File: src/rtl/usbmon_pkg.sv
package usbmon_pkg;
  typedef enum logic [1:0] {
    LS_SE0 = 2'b00,
    LS_J   = 2'b01,
    LS_K   = 2'b10,
    LS_SE1 = 2'b11
  } line_e;

  localparam int STATUS_W  = 9;
  localparam int NUM_DET   = 4;
  localparam int B_RESET   = 0;
  localparam int B_SUSP    = 1;
  localparam int B_RESUME  = 2;
  localparam int B_TOUT    = 3;
  localparam int B_PHY     = 4;
  localparam int B_RWAKE   = 5;
  localparam int B_CEN     = 7;
  localparam int B_PULL    = 8;
endpackage

File: src/rtl/usbmon_dur_det.sv
// Fires a single pulse once cond has been sampled on LIMIT+1 consecutive cycles.
module usbmon_dur_det #(
  parameter int LIMIT = 10
) (
  input  logic clk,
  input  logic rst_n,
  input  logic en,
  input  logic cond,
  output logic hit
);
  localparam int CW = $clog2(LIMIT + 1);

  logic [CW-1:0] cnt;
  logic          fired;

  always_ff @(posedge clk or negedge rst_n) begin
    if (!rst_n) begin
      cnt   <= '0;
      fired <= 1'b0;
      hit   <= 1'b0;
    end else if (!en || !cond) begin
      cnt   <= '0;
      fired <= 1'b0;
      hit   <= 1'b0;
    end else if (cnt == CW'(LIMIT)) begin
      hit   <= !fired;
      fired <= 1'b1;
    end else begin
      cnt <= cnt + 1'b1;
      hit <= 1'b0;
    end
  end

  // one detection produces one pulse
  assert_hit_once_R7: assert property (@(posedge clk) disable iff (!rst_n)
    hit |=> !hit);

  // a disabled detector never fires
  assert_off_no_hit_R8: assert property (@(posedge clk) disable iff (!rst_n)
    !en |=> !hit);
endmodule

File: src/rtl/usbmon_sticky.sv
module usbmon_sticky #(
  parameter int N = 4
) (
  input  logic         clk,
  input  logic         rst_n,
  input  logic [N-1:0] set,
  input  logic [N-1:0] clr,
  output logic [N-1:0] q,
  output logic         evt
);
  for (genvar i = 0; i < N; i++) begin : g_bit
    always_ff @(posedge clk or negedge rst_n) begin
      if (!rst_n)      q[i] <= 1'b0;
      else if (set[i]) q[i] <= 1'b1;
      else if (clr[i]) q[i] <= 1'b0;
    end

    // a set always lands, even against a clear
    assert_set_sticks_R6: assert property (@(posedge clk) disable iff (!rst_n)
      set[i] |=> q[i]);

    // a newly raised bit comes with the event pulse
    assert_rise_has_event_R7: assert property (@(posedge clk) disable iff (!rst_n)
      $rose(q[i]) |-> evt);
  end

  always_ff @(posedge clk or negedge rst_n) begin
    if (!rst_n) evt <= 1'b0;
    else        evt <= |set;
  end
endmodule

File: src/rtl/usbmon_drv.sv
module usbmon_drv (
  input  logic rwake,
  input  logic force_se0,
  output logic bus_oe,
  output logic dp_drv,
  output logic dm_drv
);
  always_comb begin
    bus_oe = rwake | force_se0;
    dp_drv = 1'b0;
    dm_drv = rwake & ~force_se0;
  end

  always_comb begin
    if (force_se0) begin
      assert_se0_drive_R5: assert (bus_oe && !dp_drv && !dm_drv);
    end
    if (rwake && !force_se0) begin
      assert_k_drive_R5: assert (bus_oe && !dp_drv && dm_drv);
    end
  end
endmodule

File: src/rtl/usbmon_top.sv
module usbmon_top
  import usbmon_pkg::*;
#(
  parameter int CYC_PER_US = 48
) (
  input  logic       clk,
  input  logic       rst_n,
  input  logic [1:0] line_state,
  input  logic       tx_done,
  input  logic       ctrl_en,
  input  logic       phy_en,
  input  logic       rwake,
  input  logic       force_se0,
  input  logic       pullup_en,
  input  logic [3:0] clr_w1c,
  output logic [8:0] status,
  output logic       bus_event,
  output logic       bus_oe,
  output logic       dp_drv,
  output logic       dm_drv,
  output logic       phy_en_o,
  output logic       pullup_o
);
  localparam int RST_LIM  = (5 * CYC_PER_US) / 2;
  localparam int SUSP_LIM = 3000 * CYC_PER_US;
  localparam int TO_LIM   = (3 * CYC_PER_US) / 2;

  line_e ls;
  assign ls = line_e'(line_state);

  logic is_j, is_k, is_se0;
  assign is_j   = (ls == LS_J);
  assign is_k   = (ls == LS_K);
  assign is_se0 = (ls == LS_SE0);

  logic rst_hit, susp_hit, to_hit;
  logic res_pulse, suspended, armed;

  usbmon_dur_det #(.LIMIT(RST_LIM)) u_rst (
    .clk(clk), .rst_n(rst_n), .en(ctrl_en), .cond(is_se0), .hit(rst_hit));

  usbmon_dur_det #(.LIMIT(SUSP_LIM)) u_susp (
    .clk(clk), .rst_n(rst_n), .en(ctrl_en), .cond(is_j), .hit(susp_hit));

  usbmon_dur_det #(.LIMIT(TO_LIM)) u_tout (
    .clk(clk), .rst_n(rst_n), .en(ctrl_en), .cond(armed && is_j), .hit(to_hit));

  always_ff @(posedge clk or negedge rst_n) begin
    if (!rst_n) begin
      suspended <= 1'b0;
      res_pulse <= 1'b0;
      armed     <= 1'b0;
    end else if (!ctrl_en) begin
      suspended <= 1'b0;
      res_pulse <= 1'b0;
      armed     <= 1'b0;
    end else begin
      res_pulse <= suspended && is_k && !rst_hit;
      if (rst_hit)                 suspended <= 1'b0;
      else if (susp_hit)           suspended <= 1'b1;
      else if (suspended && is_k)  suspended <= 1'b0;
      if (tx_done)                 armed <= 1'b1;
      else if (!is_j || to_hit)    armed <= 1'b0;
    end
  end

  logic [NUM_DET-1:0] det_set, det_q;
  always_comb begin
    det_set           = '0;
    det_set[B_RESET]  = rst_hit;
    det_set[B_SUSP]   = susp_hit;
    det_set[B_RESUME] = res_pulse;
    det_set[B_TOUT]   = to_hit;
  end

  usbmon_sticky #(.N(NUM_DET)) u_sticky (
    .clk(clk), .rst_n(rst_n), .set(det_set), .clr(clr_w1c),
    .q(det_q), .evt(bus_event));

  logic [STATUS_W-1:NUM_DET] ctl_q;
  always_ff @(posedge clk or negedge rst_n) begin
    if (!rst_n) begin
      ctl_q <= '0;
    end else begin
      ctl_q          <= '0;
      ctl_q[B_PHY]   <= phy_en;
      ctl_q[B_RWAKE] <= rwake;
      ctl_q[B_CEN]   <= ctrl_en;
      ctl_q[B_PULL]  <= pullup_en;
    end
  end

  assign status   = {ctl_q, det_q};
  assign phy_en_o = phy_en;
  assign pullup_o = pullup_en;

  usbmon_drv u_drv (
    .rwake(rwake), .force_se0(force_se0),
    .bus_oe(bus_oe), .dp_drv(dp_drv), .dm_drv(dm_drv));

  // resume only follows a suspend state
  assert_resume_needs_suspend_R3: assert property (@(posedge clk) disable iff (!rst_n)
    res_pulse |-> $past(suspended));

  // disabled controller leaves no armed watch or pending resume
  assert_quiet_when_off_R8: assert property (@(posedge clk) disable iff (!rst_n)
    $past(!ctrl_en) |-> (!armed && !res_pulse && !suspended));

  // detected reset ends suspend
  assert_reset_ends_suspend_R1: assert property (@(posedge clk) disable iff (!rst_n)
    (rst_hit && ctrl_en) |=> !suspended);
endmodule

File: config.mk
export PLATFORM = sky130hd
export DESIGN_NAME = usbmon_top
export DESIGN_NICKNAME = d
export VERILOG_FILES = /design/src/rtl/usbmon_pkg.sv /design/src/rtl/usbmon_dur_det.sv /design/src/rtl/usbmon_sticky.sv /design/src/rtl/usbmon_drv.sv /design/src/rtl/usbmon_top.sv
export SDC_FILE = /design/constraint.sdc
export NUM_CORES = 1
export LEC_CHECK = 0
export ABC_AREA = 1
export BUFFER_PORTS_ARGS = -buffer_cell sky130_fd_sc_hd__buf_2
export CORE_MARGIN = 2
export CORE_UTILIZATION = 45
export DETAILED_ROUTE_END_ITERATION = 8
export PLACE_DENSITY_LB_ADDON = 0.25
export SLEW_MARGIN = 20
export SYNTH_ARGS = -nofsm -noshare
export SYNTH_HDL_FRONTEND = slang
export SYNTH_SLANG_ARGS = --single-unit
export TNS_END_PERCENT = 100
File: constraint.sdc
create_clock -name clk -period 1.7 [get_ports clk]
set_input_delay 0.51 -clock clk [delete_from_list [all_inputs] [get_ports clk]]
set_output_delay 0.51 -clock clk [all_outputs]
set_load 0.005 [all_outputs]
==> metrics, run 1 <==
Placer Congestion=roughly 0.8; port bufs=26; Main synth FF type=dfrtp_1; global router's overall resource usage=16.8%; sequential power share=~56%; Die X=78.3 µm; Worst Hold Class=in2async; clock group share of total power=38.9%; CTS Buf Count=5; CP Max Fanout=5; Worst-Skew Late Latency=290 ps; drt wl/cell=11.5 µm; Peak VDD IR=~520 µV; Multi-input gate area=1030 µm²; H-tree Lvls=2; syn_area_per_cell=slightly above 8 µm²; critical path depth=7; # nets final=352; WP data required=1920 ps; Final Skew=6.11 ps; P_int=0.00171 W; Initial DRC Count=about 120; fin. max-slew vios=0; Synth Cell Area=2490 µm²; Vias per Instance=4.94; Starting Density=46.0%; Hold Violations, Final=0; Synth top area share=50.3%; Synth Instances=301; cell mode on critical path=nor2_1; fill cell total of the finished layout=527; Worst setup EP type=register; Final setup viols=0; clock slew seen by the registers of the worst setup and hold paths=90 ps; number of global-route vias before repair=approximately 2000; vias=1994; die area=a little over 6000 µm²; Post-DP HPWL=approximately 3500 µm; Yosys reg bits=50; core area=between 5000 and 6000 µm²; Hold WS=194 ps; Comb power frac=4.7%; row count=27; first-pass GRT wire length=8310 µm; Worst path slowest cell=dfrtp_1; # DRC=0; Post-synth top cells=50 x dfrtp_1, 48 x nor2_1, 46 x nand2_1; Post-synth EDFFs=0; hold_buf cts=0; Pwr Density=761 nW/µm²; P&R area growth vs syn=13.2%; CP Class=reg2reg; layout cells sized above 1=15.4%; setup TNS=0 ps; Max stage delay on crit path=430 ps; R2R cell count=7; Buf/Inv on CP=1; static leakage=1.32 nW; sequential fraction of the synthesis area=50.3%; RSZ-0062 raised after global routing=false; Final period util=90.1%; switching power total=0.000433 W; synth top area cells=dfrtp_1 50%, nor2_1 7.2%, nand2_1 6.9%; Overflow after GRT=0; share of synthesized registers carrying an async set or reset=100%; WL final=4630 µm; initial antenna violation count=0; CTS tree=done; highest clock rate=0.653 GHz; cell with the most instances after synthesis=dfrtp_1; fin crit period=about 1500 ps; clock tree root buffer cell=clkbuf_8; postcts setup bufs=0; most area-hungry cell type in the Yosys netlist=dfrtp_1; clk buf depth=2; drt first pass iters=4; CP cell instances=inv_1 > ha_1 > nand3_1 > nand3b_1 > nor2_1 > nand2_1 > nor2_1; largest net degree at the start of global routing=51; Critical Path Start Type=register; Critical Path AT=1750 ps; CTS Sinks=50; Ant. Diodes=0; die height=around 78 µm; Syn. warnings=0; distinct cell type count after synthesis=29; delay-heaviest family, CP=simple AND/OR/NAND/NOR gates; io pins=29; Antenna Nets Post-Route=0; outcome=finished clean; FF+latch area=1250 µm²; Sw Share=about a fifth; post-cts repair resize count=0; Max-Cap Viols=0
-- cell type report --
type,count,share of cell area (%)
inverter,45,6.00
timing repair buffer,29,5.86
clock inverter,1,1.07
multi-input combinational,201,36.5
clock buffer,6,2.93
sequential,50,44.4
tap,72,3.20
-- metrics by stage --
step / total power (W) / utilization, % / area [µm²] / std cells / worst slack [ps]
floorplan: 0.00127 / - / 2490 / 302 / 396
global placement: 0.00134 / 50.0 / 2700 / 397 / 177
detailed placement: 0.00134 / 50.0 / 2700 / 397 / 178
CTS: 0.00218 / 52.1 / 2820 / 404 / 175
global route: 0.00224 / 52.1 / 2820 / 404 / 72.8
finish: 0.00214 / 52.1 / 2820 / 404 / 168
-- flip-flops by register name, summed over array words and instances, names as in the netlist --
name / flops
u_sticky.evt: 1
u_susp.fired: 1
armed: 1
u_sticky.q: 4
res_pulse: 1
u_tout.cnt: 7
suspended: 1
u_susp.hit: 1
ctl_q: 4
u_susp.cnt: 18
u_rst.fired: 1
u_tout.fired: 1
u_tout.hit: 1
u_rst.hit: 1
u_rst.cnt: 7
-- placed cells by master, fill, tap and decap left out, types with 2 or more instances in the layout --
| cell | count |
|---|---|
| a21oi_1 | 15 |
| buf_2 | 26 |
| buf_4 | 2 |
| clkbuf_8 | 6 |
| conb_1 | 2 |
| dfrtp_1 | 50 |
| ha_1 | 6 |
| inv_1 | 42 |
| inv_2 | 3 |
| nand2_1 | 46 |
| nand2_2 | 4 |
| nand3_1 | 28 |
| nand4_1 | 10 |
| nor2_1 | 48 |
| nor2_4 | 4 |
| nor3_1 | 4 |
| nor3b_1 | 2 |
| o21a_1 | 2 |
| o21ai_0 | 14 |
| o21ai_1 | 2 |
| or2_2 | 2 |
| xor2_1 | 4 |
-- per-layer routing --
metal	GRT usage (%)	share of wire [%]	routed length [µm]
met4	3.68	0.60	28
met3	3.45	5.4	250
met2	28.9	48	2210
met5	0	0	0
met1	21.9	46	2140
-- worst paths after layout --
kind                       slack [ps]                        end                       from
hold reg to reg                   420       u_tout.hit$_DFF_PN0_   u_tout.fired$_DFFE_PN0P_
hold / removal                    190  u_susp.cnt[3]$_DFFE_PN0P_                      rst_n
setup / recovery                  170       u_susp.hit$_DFF_PN0_  u_susp.cnt[0]$_DFFE_PN0P_
min in group clk                  330         ctl_q[8]$_DFF_PN0_                  pullup_en
setup reg to reg                  170       u_susp.hit$_DFF_PN0_  u_susp.cnt[0]$_DFFE_PN0P_
max in group asynchronous        1280   u_susp.fired$_DFFE_PN0P_                      rst_n
-- power groups by stage --
stage | Clock, W | Sequential [W] | Combinational, W
6_report | 0.000834 | 0.00121 | 0.000101
5_1_grt | 0.000908 | 0.00121 | 0.000117
4_1_cts | 0.000865 | 0.00121 | 0.000104
3_5_place_dp | 0 | 0.00123 | 0.000104
3_3_place_gp | 0 | 0.00123 | 0.000103
2_1_floorplan | 0 | 0.00123 | 0.0000401
-- cell families (layout without fill, tap and decap cells) --
family                     Yosys count  after routing  synth area share [%]
adders and majority gates            6              6                  3.02
AOI/OAI and AO/OA                   35             35                  7.44
other                                1              2                 0.151
buffers and inverters               51             81                  8.50
xor gates and xnor gates             5              5                  1.76
and+or+nand+nor                    153            153                  28.8
DFF                                 50             50                  50.3
Note: power is estimated with default switching activity, not from simulation.
==> run 2: changes to the inputs <==
--- a/config.mk
+++ b/config.mk
@@ -11,6 +11,7 @@
 export CORE_UTILIZATION = 45
 export DETAILED_ROUTE_END_ITERATION = 8
 export PLACE_DENSITY_LB_ADDON = 0.25
+export REMOVE_ABC_BUFFERS = 1
 export SLEW_MARGIN = 20
 export SYNTH_ARGS = -nofsm -noshare
 export SYNTH_HDL_FRONTEND = slang
==> run 2 against run 1 <==
Via count down 1.9%. Worst hold slack worse by 7.5 ps. Die area unchanged. Critical path type is now in2out. Largest cell class unchanged. Largest power group unchanged. Highest routed layer unchanged.
==> metrics, run 2 (synthesized netlist as in run 1, its figures left out) <==
# DRC=0; Worst Hold Class=in2async; top flop regs=u_susp.cnt x18, u_rst.cnt x7, u_tout.cnt x7; Pwr Density=705 nW/µm²; Post-DP HPWL=3550 µm; hold_buf cts=0; Largest Register=u_susp.cnt; Overflow after GRT=0; CP Class=in2out; H-tree Lvls=2; fin. max-slew vios=0; Final period util=approximately 90%; GR peak layer=met2; highest clock rate=0.657 GHz; layout cells sized above 1=15.3%; Worst setup EP type=primary output; postcts setup bufs=0; Reg-to-Reg Start=u_susp.cnt[0]$_DFFE_PN0P_; fin crit period=~1500 ps; drt wl/cell=11.5 µm; CP Max Fanout=2; RR Endpoint=u_susp.hit$_DFF_PN0_; clk buf depth=2; Hold Violations, Final=0; clock slew seen by the registers of the worst setup and hold paths=approximately 80 ps; die area=6140 µm²; core area=5410 µm²; Max-Cap Viols=0; Worst-Skew Late Latency=approximately 300 ps; # nets final=353; Multi-input gate area=between 1000 and 1500 µm²; Die X=78.3 µm; number of global-route vias before repair=around 1900; Final Skew=3.03 ps; die height=78.3 µm; fill cell total of the finished layout=524; P&R area growth vs syn=12.2%; FF+latch area=1250 µm²; switching power total=0.000443 W; CTS Buf Count=5; GRT met3 Usage=under 10%; Final Core Density=between 50% and 60%; global router's overall resource usage=17.3%; Antenna Nets Post-Route=0; row count=27; Final setup viols=0; largest net degree at the start of global routing=51; reg2reg setup slack=250 ps; post-cts repair resize count=0; Peak VDD IR=roughly 390 µV; sequential power share=between 60% and 70%; P_int=0.00152 W; met2 usage=28.5%; CTS tree=done; drt first pass iters=4; Starting Density=46.0%; R2R cell count=7; max reg flops=18; WP data required=1190 ps; port bufs=26; Placer Congestion=0.821; Initial DRC Count=81; Comb power frac=roughly 5.2%; WL final=4670 µm; Critical Path AT=1010 ps; Critical Path Start Type=input port; vias=approximately 2000; RSZ-0062 raised after global routing=false; first-pass GRT wire length=8380 µm; outcome=finished clean; clock group share of total power=33.3%; io pins=29; clock tree root buffer cell=clkbuf_8; commonest non-fill, non-tap cell in the layout=dfrtp_1; Vias per Instance=4.83; static leakage=1.30 nW; most frequent cells in the layout=50 x dfrtp_1, 48 x nor2_1, 46 x nand2_1; Sw Share=22.5%; met1 Use GR=23.4%; initial antenna violation count=0; Ant. Diodes=0; setup TNS=0 ps; CTS Sinks=50
-- run 2: critical path, cell delays in order --
cell,delay (ps)
buf_2,100
or2_2,280
buf_2,120
-- run 2: power groups by stage --
stage          clock network [W]  registers, W   logic, W
3_5_place_dp                   0       0.00123   0.000106
2_1_floorplan                  0       0.00123  0.0000316
5_1_grt                 0.000734       0.00121   0.000119
6_report                0.000654       0.00121   0.000103
3_3_place_gp                   0       0.00123   0.000106
4_1_cts                 0.000683       0.00121   0.000106
-- run 2: stage by stage --
step	power (W)	cells	cell area, µm²	hold slack [ps]	worst slack [ps]
after floorplan	0.00126	296	2450	214	388
after global placement	0.00134	398	2710	407	176
after detailed placement	0.00134	398	2710	413	178
after CTS	0.00200	405	2790	193	175
after global routing	0.00206	405	2790	212	74.4
final	0.00197	405	2790	186	178
-- run 2: layer usage --
layer  vias to the layer above  share of wire (%)
met5                         -                  0
met4                         0               0.75
met3                         4                3.3
met2                        28                 46
met1                       906                 50
li1                       1018                  -
-- run 2: worst max-delay path by stage --
stage,from,end,slack [ps],cells past startpoint
6_report,force_se0,bus_oe,180,3
5_1_grt,u_susp.cnt[0]$_DFFE_PN0P_,u_susp.hit$_DFF_PN0_,70,7
4_1_cts,force_se0,bus_oe,170,3
3_5_place_dp,force_se0,bus_oe,180,3
3_3_place_gp,force_se0,bus_oe,180,3
2_1_floorplan,line_state[1],u_tout.cnt[0]$_DFFE_PN0P_,390,7
-- run 2: layout make-up --
class | instances | share of cell area (%)
inverter | 45 | 6.05
clock buffer | 6 | 2.60
clock inverter | 1 | 0.269
timing repair buffer | 30 | 6.19
multi-input combinational | 201 | 36.8
tap | 72 | 3.23
sequential | 50 | 44.8
==> run 3: changes to the inputs <==
--- a/config.mk
+++ b/config.mk
@@ -9,6 +9,7 @@
 export BUFFER_PORTS_ARGS = -buffer_cell sky130_fd_sc_hd__buf_2
 export CORE_MARGIN = 2
 export CORE_UTILIZATION = 45
+export CTS_BUF_LIST = sky130_fd_sc_hd__clkbuf_8
 export DETAILED_ROUTE_END_ITERATION = 8
 export PLACE_DENSITY_LB_ADDON = 0.25
 export REMOVE_ABC_BUFFERS = 1
==> run 3 against run 2 <==
Count of clock-buffer cells in the layout decreased by 1. Maximum frequency unchanged. Final area stayed put.
==> metrics, run 3 (synthesized netlist as in run 1, its figures left out) <==
outcome=finished clean; design area=2790 µm²; H-tree Lvls=2; Starting Density=46.0%; post-cts repair resize count=0; first-pass GRT wire length=between 8000 and 9000 µm; Initial DRC Count=roughly 80; hold_buf cts=0; Worst setup EP type=primary output; port bufs=26; Critical Path Start Type=input port; CTS Sinks=50; # DRC=0; layout cells sized above 1=15.3%; Pwr Density=703 nW/µm²; CP cell instances=buf_2 > or2_2 > buf_2; P&R area growth vs syn=12.2%; Worst Hold Class=in2async; most frequent cells in the layout=50 x dfrtp_1, 48 x nor2_1, 46 x nand2_1; largest net degree at the start of global routing=51; CTS Buf Count=5; Hold Violations, Final=0; Die X=78.3 µm; Worst-Skew Late Latency=approximately 300 ps; Ant. Diodes=0; global router's overall resource usage=17.3%; initial antenna violation count=0; core area=~5400 µm²; drt wl/cell=approximately 12 µm; top flop regs=u_susp.cnt x18, u_rst.cnt x7, u_tout.cnt x7; drt first pass iters=4; Multi-input gate area=between 1000 and 1500 µm²; Final Skew=~3.0 ps; Placer Congestion=0.821; Final Core Density=51.6%; cell mode on critical path=buf_2; Largest Register=u_susp.cnt; Final setup viols=0; Max stage delay on crit path=280 ps; R2R cell count=7; Antenna Nets Post-Route=0; non-filler instance count after layout=a little over 400; CP Class=in2out; FF+latch area=between 1000 and 1500 µm²; DP Area=between 2000 and 3000 µm²; vias=1956; highest clock rate=0.657 GHz; Final period util=around nine tenths; # nets final=roughly 350; Critical Path AT=1010 ps; Hold WS=roughly 190 ps; max reg flops=18; static leakage=1.30 nW; # placed instances=398; WL final=about 4700 µm; postcts setup bufs=0; die area=6140 µm²; WP data required=1190 ps; setup TNS=0 ps; clk buf depth=2; fill cell total of the finished layout=524; Max-Cap Viols=0; number of global-route vias before repair=roughly 1900; Overflow after GRT=0; Buf/Inv on CP=2; row count=27; fin. max-slew vios=0; Peak VDD IR=391 µV; reg2reg setup slack=250 ps; Post-DP HPWL=between 3000 and 4000 µm; io pins=29; clock slew seen by the registers of the worst setup and hold paths=80 ps; delay-heaviest family, CP=simple AND/OR/NAND/NOR gates; CTS tree=done; CP Max Fanout=2; Vias per Instance=~4.8; Worst path slowest cell=or2_2; RSZ-0062 raised after global routing=false; Reg-to-Reg Start=u_susp.cnt[0]$_DFFE_PN0P_; commonest non-fill, non-tap cell in the layout=dfrtp_1; clock tree root buffer cell=clkbuf_8; RR Endpoint=u_susp.hit$_DFF_PN0_; fin crit period=1520 ps; die height=around 78 µm
==> run 3: cell types whose count changed in the layout (fill, tap and decap cells not counted), sizes merged <==
| cell | before | now |
|---|---|---|
| clkbuf | 6 | 5 |
| inv | 45 | 46 |
==> run 3: cell type report <==
class	count	share of cell area (%)
Clock buffer	5	2.47
Clock inverter	2	0.403
Inverter	45	6.05
Multi-Input combinational cell	201	36.8
Sequential cell	50	44.8
Tap cell	72	3.23
Timing Repair Buffer	30	6.19
==> run 3: through the flow <==
step           total power, W  setup slack (ps)
6_report              0.00196               178
5_1_grt               0.00206              73.9
4_1_cts               0.00199               175
3_5_place_dp          0.00134               178
3_3_place_gp          0.00134               176
2_1_floorplan         0.00126               388
==> run 3: worst max path at each step <==
stage / start / endpoint / slack (ps) / cells past startpoint
2_1_floorplan: line_state[1] / u_tout.cnt[0]$_DFFE_PN0P_ / 390 / 7
3_3_place_gp: force_se0 / bus_oe / 180 / 3
3_5_place_dp: force_se0 / bus_oe / 180 / 3
4_1_cts: force_se0 / bus_oe / 170 / 3
5_1_grt: u_susp.cnt[0]$_DFFE_PN0P_ / u_susp.hit$_DFF_PN0_ / 70 / 7
6_report: force_se0 / bus_oe / 180 / 3
==> run 3: worst register-to-register path, delay by kind of cell (launching register included) <==
| kind | cells | cell delay, ps |
|---|---|---|
| and+or+nand+nor | 5 | 640 |
| DFF | 1 | 420 |
| adders and majority gates | 1 | 190 |
| buffers and inverters | 1 | 150 |
==> run 3: per-layer routing <==
metal / wire length, µm / track usage (%) / share of wire, % / vias to the layer above
met3: 156 / 3.79 / 3.3 / 4
li1: - / - / - / 1018
met1: 2340 / 23.4 / 50 / 906
met4: 35 / 4.21 / 0.75 / 0
met5: 0 / 0 / 0 / -
met2: 2130 / 28.5 / 46 / 28
==> run 3: where the power goes <==
group          switching (W)  internal (W)
logic              0.0000644     0.0000388
clock network       0.000372      0.000277
registers         0.00000737       0.00120
total               0.000444       0.00152
